## src/rtl/tone_pkg.sv

```systemverilog
package tone_pkg;

  typedef logic [3:0] code_t;

  localparam code_t NO_TONE = 4'hF;

  // Increment that holds at the limit instead of wrapping.
  function automatic int unsigned sat_inc(int unsigned v, int unsigned lim);
    return (v >= lim) ? lim : v + 1;
  endfunction

  // Inclusive window test on a period count.
  function automatic logic in_window(int unsigned p, int unsigned lo, int unsigned hi);
    return (p >= lo) && (p <= hi);
  endfunction

endpackage

```

## src/rtl/tone_period_meter.sv

```systemverilog
module tone_period_meter #(
  parameter int CNT_W = 12
) (
  input  logic             clk,
  input  logic             rst,
  input  logic             tone_in,
  output logic             per_valid,
  output logic [CNT_W-1:0] per_val,
  output logic             per_sat
);
  import tone_pkg::*;

  localparam int unsigned CNT_MAX = (1 << CNT_W) - 1;

  logic             prev_q;
  logic [CNT_W-1:0] cnt_q;
  logic             rise;

  assign rise    = tone_in & ~prev_q;
  assign per_sat = (per_val == CNT_W'(CNT_MAX));

  always_ff @(posedge clk) begin
    if (rst) begin
      prev_q    <= 1'b0;
      cnt_q     <= CNT_W'(CNT_MAX);
      per_valid <= 1'b0;
      per_val   <= '0;
    end else begin
      prev_q    <= tone_in;
      per_valid <= rise;
      if (rise) begin
        per_val <= CNT_W'(sat_inc(32'(cnt_q), CNT_MAX));
        cnt_q   <= '0;
      end else begin
        cnt_q   <= CNT_W'(sat_inc(32'(cnt_q), CNT_MAX));
      end
    end
  end

endmodule

```

## src/rtl/tone_window_match.sv

```systemverilog
module tone_window_match #(
  parameter int                      TONES   = 6,
  parameter int                      CNT_W   = 12,
  parameter logic [TONES*CNT_W-1:0]  MIN_TAB = '0,
  parameter logic [TONES*CNT_W-1:0]  MAX_TAB = '0
) (
  input  logic             [CNT_W-1:0] per_val,
  input  logic                         per_sat,
  output logic                         hit,
  output tone_pkg::code_t              idx
);
  import tone_pkg::*;

  logic [TONES-1:0] in_win;

  for (genvar g = 0; g < TONES; g++) begin : g_win
    assign in_win[g] = !per_sat &&
                       in_window(32'(per_val),
                                 32'(MIN_TAB[g*CNT_W +: CNT_W]),
                                 32'(MAX_TAB[g*CNT_W +: CNT_W]));
  end

  assign hit = ($countones(in_win) == 1);

  always_comb begin
    idx = '0;
    for (int i = 0; i < TONES; i++) begin
      if (in_win[i]) idx = code_t'(i);
    end
  end

endmodule

```

## src/rtl/tone_qualifier.sv

```systemverilog
module tone_qualifier #(
  parameter int QUAL_RUNS   = 25,
  parameter int GAP_CYC     = 11200,
  parameter int RELEASE_CYC = 22400,
  parameter int IDLE_W      = $clog2(RELEASE_CYC + 1)
) (
  input  logic                  clk,
  input  logic                  rst,
  input  logic                  per_valid,
  input  logic                  hit,
  input  tone_pkg::code_t       idx,
  output tone_pkg::code_t       code,
  output logic                  new_tone,
  output logic [IDLE_W-1:0]     idle_cnt
);
  import tone_pkg::*;

  localparam int RUN_W = $clog2(QUAL_RUNS + 1);

  code_t             code_q;
  code_t             run_idx_q;
  logic [RUN_W-1:0]  run_q;
  logic [RUN_W-1:0]  run_nxt;
  logic [IDLE_W-1:0] idle_q;
  logic              gap_q;
  logic              strobe_q;

  logic match_evt, miss_evt, same_run, qual_evt, accept_evt, release_evt;

  assign match_evt  = per_valid & hit;
  assign miss_evt   = per_valid & ~hit;
  assign same_run   = (run_q != '0) && (run_idx_q == idx);
  assign run_nxt    = same_run ? RUN_W'(sat_inc(32'(run_q), QUAL_RUNS)) : RUN_W'(1);
  assign qual_evt   = match_evt && (run_nxt == RUN_W'(QUAL_RUNS)) &&
                      !(same_run && run_q == RUN_W'(QUAL_RUNS));
  assign accept_evt = qual_evt && ((idx != code_q) || gap_q);
  assign release_evt = !match_evt && (code_q != NO_TONE) &&
                       (idle_q == IDLE_W'(RELEASE_CYC - 1));

  always_ff @(posedge clk) begin
    if (rst) begin
      code_q    <= NO_TONE;
      run_idx_q <= '0;
      run_q     <= '0;
      idle_q    <= IDLE_W'(RELEASE_CYC);
      gap_q     <= 1'b1;
      strobe_q  <= 1'b0;
    end else begin
      strobe_q <= accept_evt;

      if (match_evt) begin
        run_q     <= run_nxt;
        run_idx_q <= idx;
        idle_q    <= '0;
      end else begin
        if (miss_evt) run_q <= '0;
        idle_q <= (idle_q == IDLE_W'(RELEASE_CYC)) ? idle_q : idle_q + 1'b1;
      end

      if (accept_evt)                         gap_q <= 1'b0;
      else if (idle_q >= IDLE_W'(GAP_CYC))    gap_q <= 1'b1;

      if (accept_evt)       code_q <= idx;
      else if (release_evt) code_q <= NO_TONE;
    end
  end

  assign code     = code_q;
  assign new_tone = strobe_q;
  assign idle_cnt = idle_q;

endmodule

```

## src/rtl/tone_classifier.sv

```systemverilog
module tone_classifier #(
  parameter int                     TONES       = 6,
  parameter int                     CNT_W       = 12,
  parameter logic [TONES*CNT_W-1:0] MIN_TAB     = {12'd316, 12'd344, 12'd378, 12'd418, 12'd469, 12'd534},
  parameter logic [TONES*CNT_W-1:0] MAX_TAB     = {12'd332, 12'd362, 12'd397, 12'd440, 12'd493, 12'd561},
  parameter int                     QUAL_RUNS   = 25,
  parameter int                     GAP_CYC     = 11200,
  parameter int                     RELEASE_CYC = 22400
) (
  input  logic       clk,
  input  logic       rst,
  input  logic       tone_in,
  output logic [3:0] code,
  output logic       new_tone,
  output logic       tone_present
);
  import tone_pkg::*;

  localparam int IDLE_W = $clog2(RELEASE_CYC + 1);

  initial begin
    if (TONES < 1 || TONES > 15) $error("TONES must lie in 1..15");
    if (QUAL_RUNS < 2)           $error("QUAL_RUNS must be at least 2");
    if (GAP_CYC >= RELEASE_CYC)  $error("GAP_CYC must be below RELEASE_CYC");
  end

  logic              per_valid;
  logic [CNT_W-1:0]  per_val;
  logic              per_sat;
  logic              match_hit;
  code_t             match_idx;
  code_t             code_int;
  logic [IDLE_W-1:0] idle_cnt;

  tone_period_meter #(.CNT_W(CNT_W)) u_meter (
    .clk      (clk),
    .rst      (rst),
    .tone_in  (tone_in),
    .per_valid(per_valid),
    .per_val  (per_val),
    .per_sat  (per_sat)
  );

  tone_window_match #(
    .TONES  (TONES),
    .CNT_W  (CNT_W),
    .MIN_TAB(MIN_TAB),
    .MAX_TAB(MAX_TAB)
  ) u_match (
    .per_val(per_val),
    .per_sat(per_sat),
    .hit    (match_hit),
    .idx    (match_idx)
  );

  tone_qualifier #(
    .QUAL_RUNS  (QUAL_RUNS),
    .GAP_CYC    (GAP_CYC),
    .RELEASE_CYC(RELEASE_CYC),
    .IDLE_W     (IDLE_W)
  ) u_qual (
    .clk      (clk),
    .rst      (rst),
    .per_valid(per_valid),
    .hit      (match_hit),
    .idx      (match_idx),
    .code     (code_int),
    .new_tone (new_tone),
    .idle_cnt (idle_cnt)
  );

  assign code         = code_int;
  assign tone_present = (code_int != NO_TONE);

endmodule

```

## config.mk

```make
export PLATFORM = sky130hd
export DESIGN_NAME = tone_classifier
export DESIGN_NICKNAME = d
export VERILOG_FILES = /design/src/rtl/tone_pkg.sv /design/src/rtl/tone_period_meter.sv /design/src/rtl/tone_window_match.sv /design/src/rtl/tone_qualifier.sv /design/src/rtl/tone_classifier.sv
export SDC_FILE = /design/constraint.sdc
export NUM_CORES = 1
export LEC_CHECK = 0
export BUFFER_PORTS_ARGS = -buffer_cell sky130_fd_sc_hd__buf_4
export CAP_MARGIN = 20
export CORE_MARGIN = 10
export CORE_UTILIZATION = 45
export DETAILED_ROUTE_END_ITERATION = 8
export HOLD_SLACK_MARGIN = 0.02
export PLACE_DENSITY = 0.58
export RECOVER_POWER = 100
export SKIP_CTS_REPAIR_TIMING = 1
export SYNTH_ARGS = -nofsm -noshare
export SYNTH_HDL_FRONTEND = slang
export SYNTH_SLANG_ARGS = --single-unit
export TNS_END_PERCENT = 20
```

## constraint.sdc

```tcl
create_clock -name clk -period 12.35 [get_ports clk]
set_clock_uncertainty 0.1 [all_clocks]
set_input_delay 2.47 -clock clk [delete_from_list [all_inputs] [get_ports clk]]
set_output_delay 2.47 -clock clk [all_outputs]
set_load 0.05 [all_outputs]
```

==> impl_metrics.env <==
export IMPL_outcome="complete, no violations"
export IMPL_min_period_over_period_pct=46.3
export IMPL_grt_first_pass_wirelength_mm=10.5
export IMPL_critPathKind="flip-flop to flip-flop"
export IMPL_synth_xor_area_share_pct=7.96
export IMPL_place_area_um2=3030
export IMPL_busiest_layer="met1"
export IMPL_ctsRootBufferMaster="clkbuf_8"
export IMPL_path_max_fanout=14
export IMPL_clk_latency_ns=0.31
export IMPL_cts_sinks=55
export IMPL_drc_errors=0
export IMPL_synth_fa_ha_area_share_pct=6.44
export IMPL_rows=29
export IMPL_path_clk_slew_ns=0.11
export IMPL_yosysTopAreaCell="dfxtp_1"
export IMPL_drt_iter0_drc=116
export IMPL_synthTopCellsByArea="dfxtp_1 (37%), ha_1 (5.1%), nor2_1 (4.8%)"
export IMPL_use_met2_pct=17.6
export IMPL_hold_viol=0
export IMPL_antenna_cells=0
export IMPL_ant_nets=0
export IMPL_hold_slack_ns=0.386
export IMPL_wirelength_mm=5.87
export IMPL_synthTopCellsByCount="dfxtp_1 (55), nor2_1 (38), nand2_1 (25), inv_1 (24), o21ai_0 (22)"
export IMPL_core_area_um2=6350
export IMPL_fin_util_pct=48.2
export IMPL_vdd_ir_drop_max_mv=0.0725
export IMPL_syn_area_per_cell_um2=8.40
export IMPL_die_y_um=101
export IMPL_grtUsageMet1_pct=17.7
export IMPL_cts_max_level=2
export IMPL_wire_per_inst_um=13.7
export IMPL_numPortBuffers=8
export IMPL_synthFlopType="dfxtp_1"
export IMPL_synthArstFlopShare_pct=0
export IMPL_fmaxAchievable_ghz=0.175
export IMPL_p_leak_nw=1.07
export IMPL_hpwlAfterDp_mm=4.28
export IMPL_fin_tns_setup_ns=0
export IMPL_grt_pass1_vias=2162
export IMPL_antenna_found_initial=0
export IMPL_ys_ff_latch=55
export IMPL_synthDistinctLibCells=50
export IMPL_synth_area_um2=2960
export IMPL_internal_power_w=0.000257
export IMPL_die_area_um2=10200
export IMPL_multi_input_area_um2=1630
export IMPL_finalCriticalPeriod_ns=5.72
export IMPL_vias=2380
export IMPL_critPathRequiredTime_ns=12.50
export IMPL_relSlewSlack_pct=26.1
export IMPL_cap_violations=0
export IMPL_synth_top_cell_area_share_pct=37.3
export IMPL_die_w_um=101
export IMPL_cts_max_path_buffers=2
export IMPL_tritoncts="done"
export IMPL_cp_end_kind="flip-flop"
export IMPL_final_area_um2=3060
export IMPL_synth_compound_area_share_pct=17.0
export IMPL_syn_to_final_growth_pct=3.51
export IMPL_pwr_share_seq_pct=56.6
export IMPL_synthSimpleGateAreaFrac_pct=23.1
export IMPL_powerDensity_nw_per_um2=121
export IMPL_syn_nets=369
export IMPL_ys_seq_area_share_pct=37.3
export IMPL_ys_warn_count=0
export IMPL_io_pins=9
export IMPL_pwr_share_clk_pct=27.5
export IMPL_regArea_um2=1100
export IMPL_drv_slew=0
export IMPL_synthMuxAreaShare_pct=2.07
export IMPL_nets=367
export IMPL_gp_congestion=0.864
export IMPL_grt_total_usage_pct=12.1
export IMPL_worst_pin_slew_ns=1.11
export IMPL_net_switching_power_w=0.000112
export IMPL_p_comb_share_pct=15.9
export IMPL_drive_above_1_share_pct=4.56
export IMPL_grt_overflow_total=0
export IMPL_arrival_ns=5.87
export IMPL_cts_buffers=5
export IMPL_via_per_inst=5.56
export IMPL_sw_frac_of_total_pct=30.4
export IMPL_rsz0062_at_grt="false"
export IMPL_synth_edf_count=0
export IMPL_synthCells=352
export IMPL_grt_max_degree=26
export IMPL_crit_path_start_kind="flip-flop"
export IMPL_grt_util_met3_pct=2.67
export IMPL_setup_viol=0
export IMPL_hold_path_class="flip-flop to flip-flop"
export IMPL_synth_most_common_cell="dfxtp_1"
export IMPL_start_util_pct=46.5
export IMPL_firstDrtPassIters=4
export IMPL_synth_top_family_by_area="simple AND/OR/NAND/NOR gates"
export IMPL_nFillCells=633
## power groups by stage
| stage | registers (W) | clock network, W | logic [W] |
|---|---|---|---|
| after global placement | 0.000212 | 0 | 0.0000593 |
| after CTS | 0.000209 | 0.000106 | 0.0000600 |
| after detailed placement | 0.000213 | 0 | 0.0000598 |
| after floorplan | 0.000205 | 0 | 0.0000553 |
| final | 0.000209 | 0.000102 | 0.0000587 |
| after global routing | 0.000212 | 0.000113 | 0.0000674 |
## worst max-delay path, cell delays in order, from the launching register on
cell and delay (ns):
dfxtp_1 0.50, nand4bb_1 0.14, or3_2 0.45, a2111oi_0 0.79, ha_1 0.27, inv_1 0.06, fa_1 0.53, inv_1 0.04
ha_1 0.27, nor2_1 0.10, nand2_1 0.05, nor3_1 0.12, clkbuf_1 0.46, inv_1 0.17, nor4_1 0.95, and3_1 0.44
mux2i_1 0.22
## placed cells by master, fill, tap and decap left out, drive strengths merged, types with 2 or more instances in the layout
cell	n
dfxtp	55
nor2	38
nand2	25
inv	25
o21ai	22
nor3	17
a21oi	16
xor2	16
a31oi	14
clkbuf	13
nand3	12
ha	12
xnor2	10
nand4	9
nor2b	7
a211oi	7
mux2i	5
and3	4
nor4	4
a311oi	4
nand3b	3
nand2b	3
o211ai	2
and4	2
nand4b	2
a32oi	2
fa	2
clkinvlp	2
buf	2
## registers in the layout, indices dropped and copies added, names as in the netlist
name and cells:
u_qual.run_idx_q 3, u_meter.cnt_q 12, u_meter.per_valid 1, u_qual.run_q 5
u_meter.per_val 12, u_meter.prev_q 1, u_qual.gap_q 1, u_qual.idle_cnt 15
u_qual.new_tone 1, u_qual.code 4
## through the flow
stage / power [W] / instances / setup slack, ns
3_3_place_gp: 0.000272 / 419 / 8.03
2_1_floorplan: 0.000260 / 352 / 8.17
3_5_place_dp: 0.000272 / 419 / 7.95
6_report: 0.000369 / 428 / 6.63
5_1_grt: 0.000393 / 428 / 6.13
4_1_cts: 0.000375 / 427 / 7.93
## final cells by class
type	instances	share of cell area, %
Multi-Input combinational cell	254	53.4
Sequential cell	55	36.0
Tap cell	77	3.15
Inverter	24	2.94
Clock buffer	5	2.25
Timing Repair Buffer	10	1.47
Clock inverter	3	0.777
## metal layers
layer | up-vias | wire, um
met2 | 22 | 2560
met4 | 0 | 25
met3 | 4 | 116
li1 | 1239 | -
met5 | - | 0
met1 | 1115 | 3170
## final timing paths
| path | start | to | slack, ns | cells past startpoint |
|---|---|---|---|---|
| worst max-delay path | u_meter.per_val[5] | u_qual.code[1] | 6.63 | 16 |
| worst min-delay path | u_meter.per_valid | u_qual.run_q[3] | 0.39 | 1 |
| worst min register to register | u_meter.per_valid | u_qual.run_q[3] | 0.39 | 1 |
| worst max register to register | u_meter.per_val[5] | u_qual.code[1] | 6.63 | 16 |
## cell families after synthesis
kind of cell | after synthesis
AO/OA/AOI/OAI | 76
buffers and inverters | 43
multiplexers | 6
adder cells (fa/ha/maj) | 14
flip-flops | 55
AND/OR/NAND/NOR | 132
XOR/XNOR | 26
No activity file was read; power rests on OpenSTA's default activity.
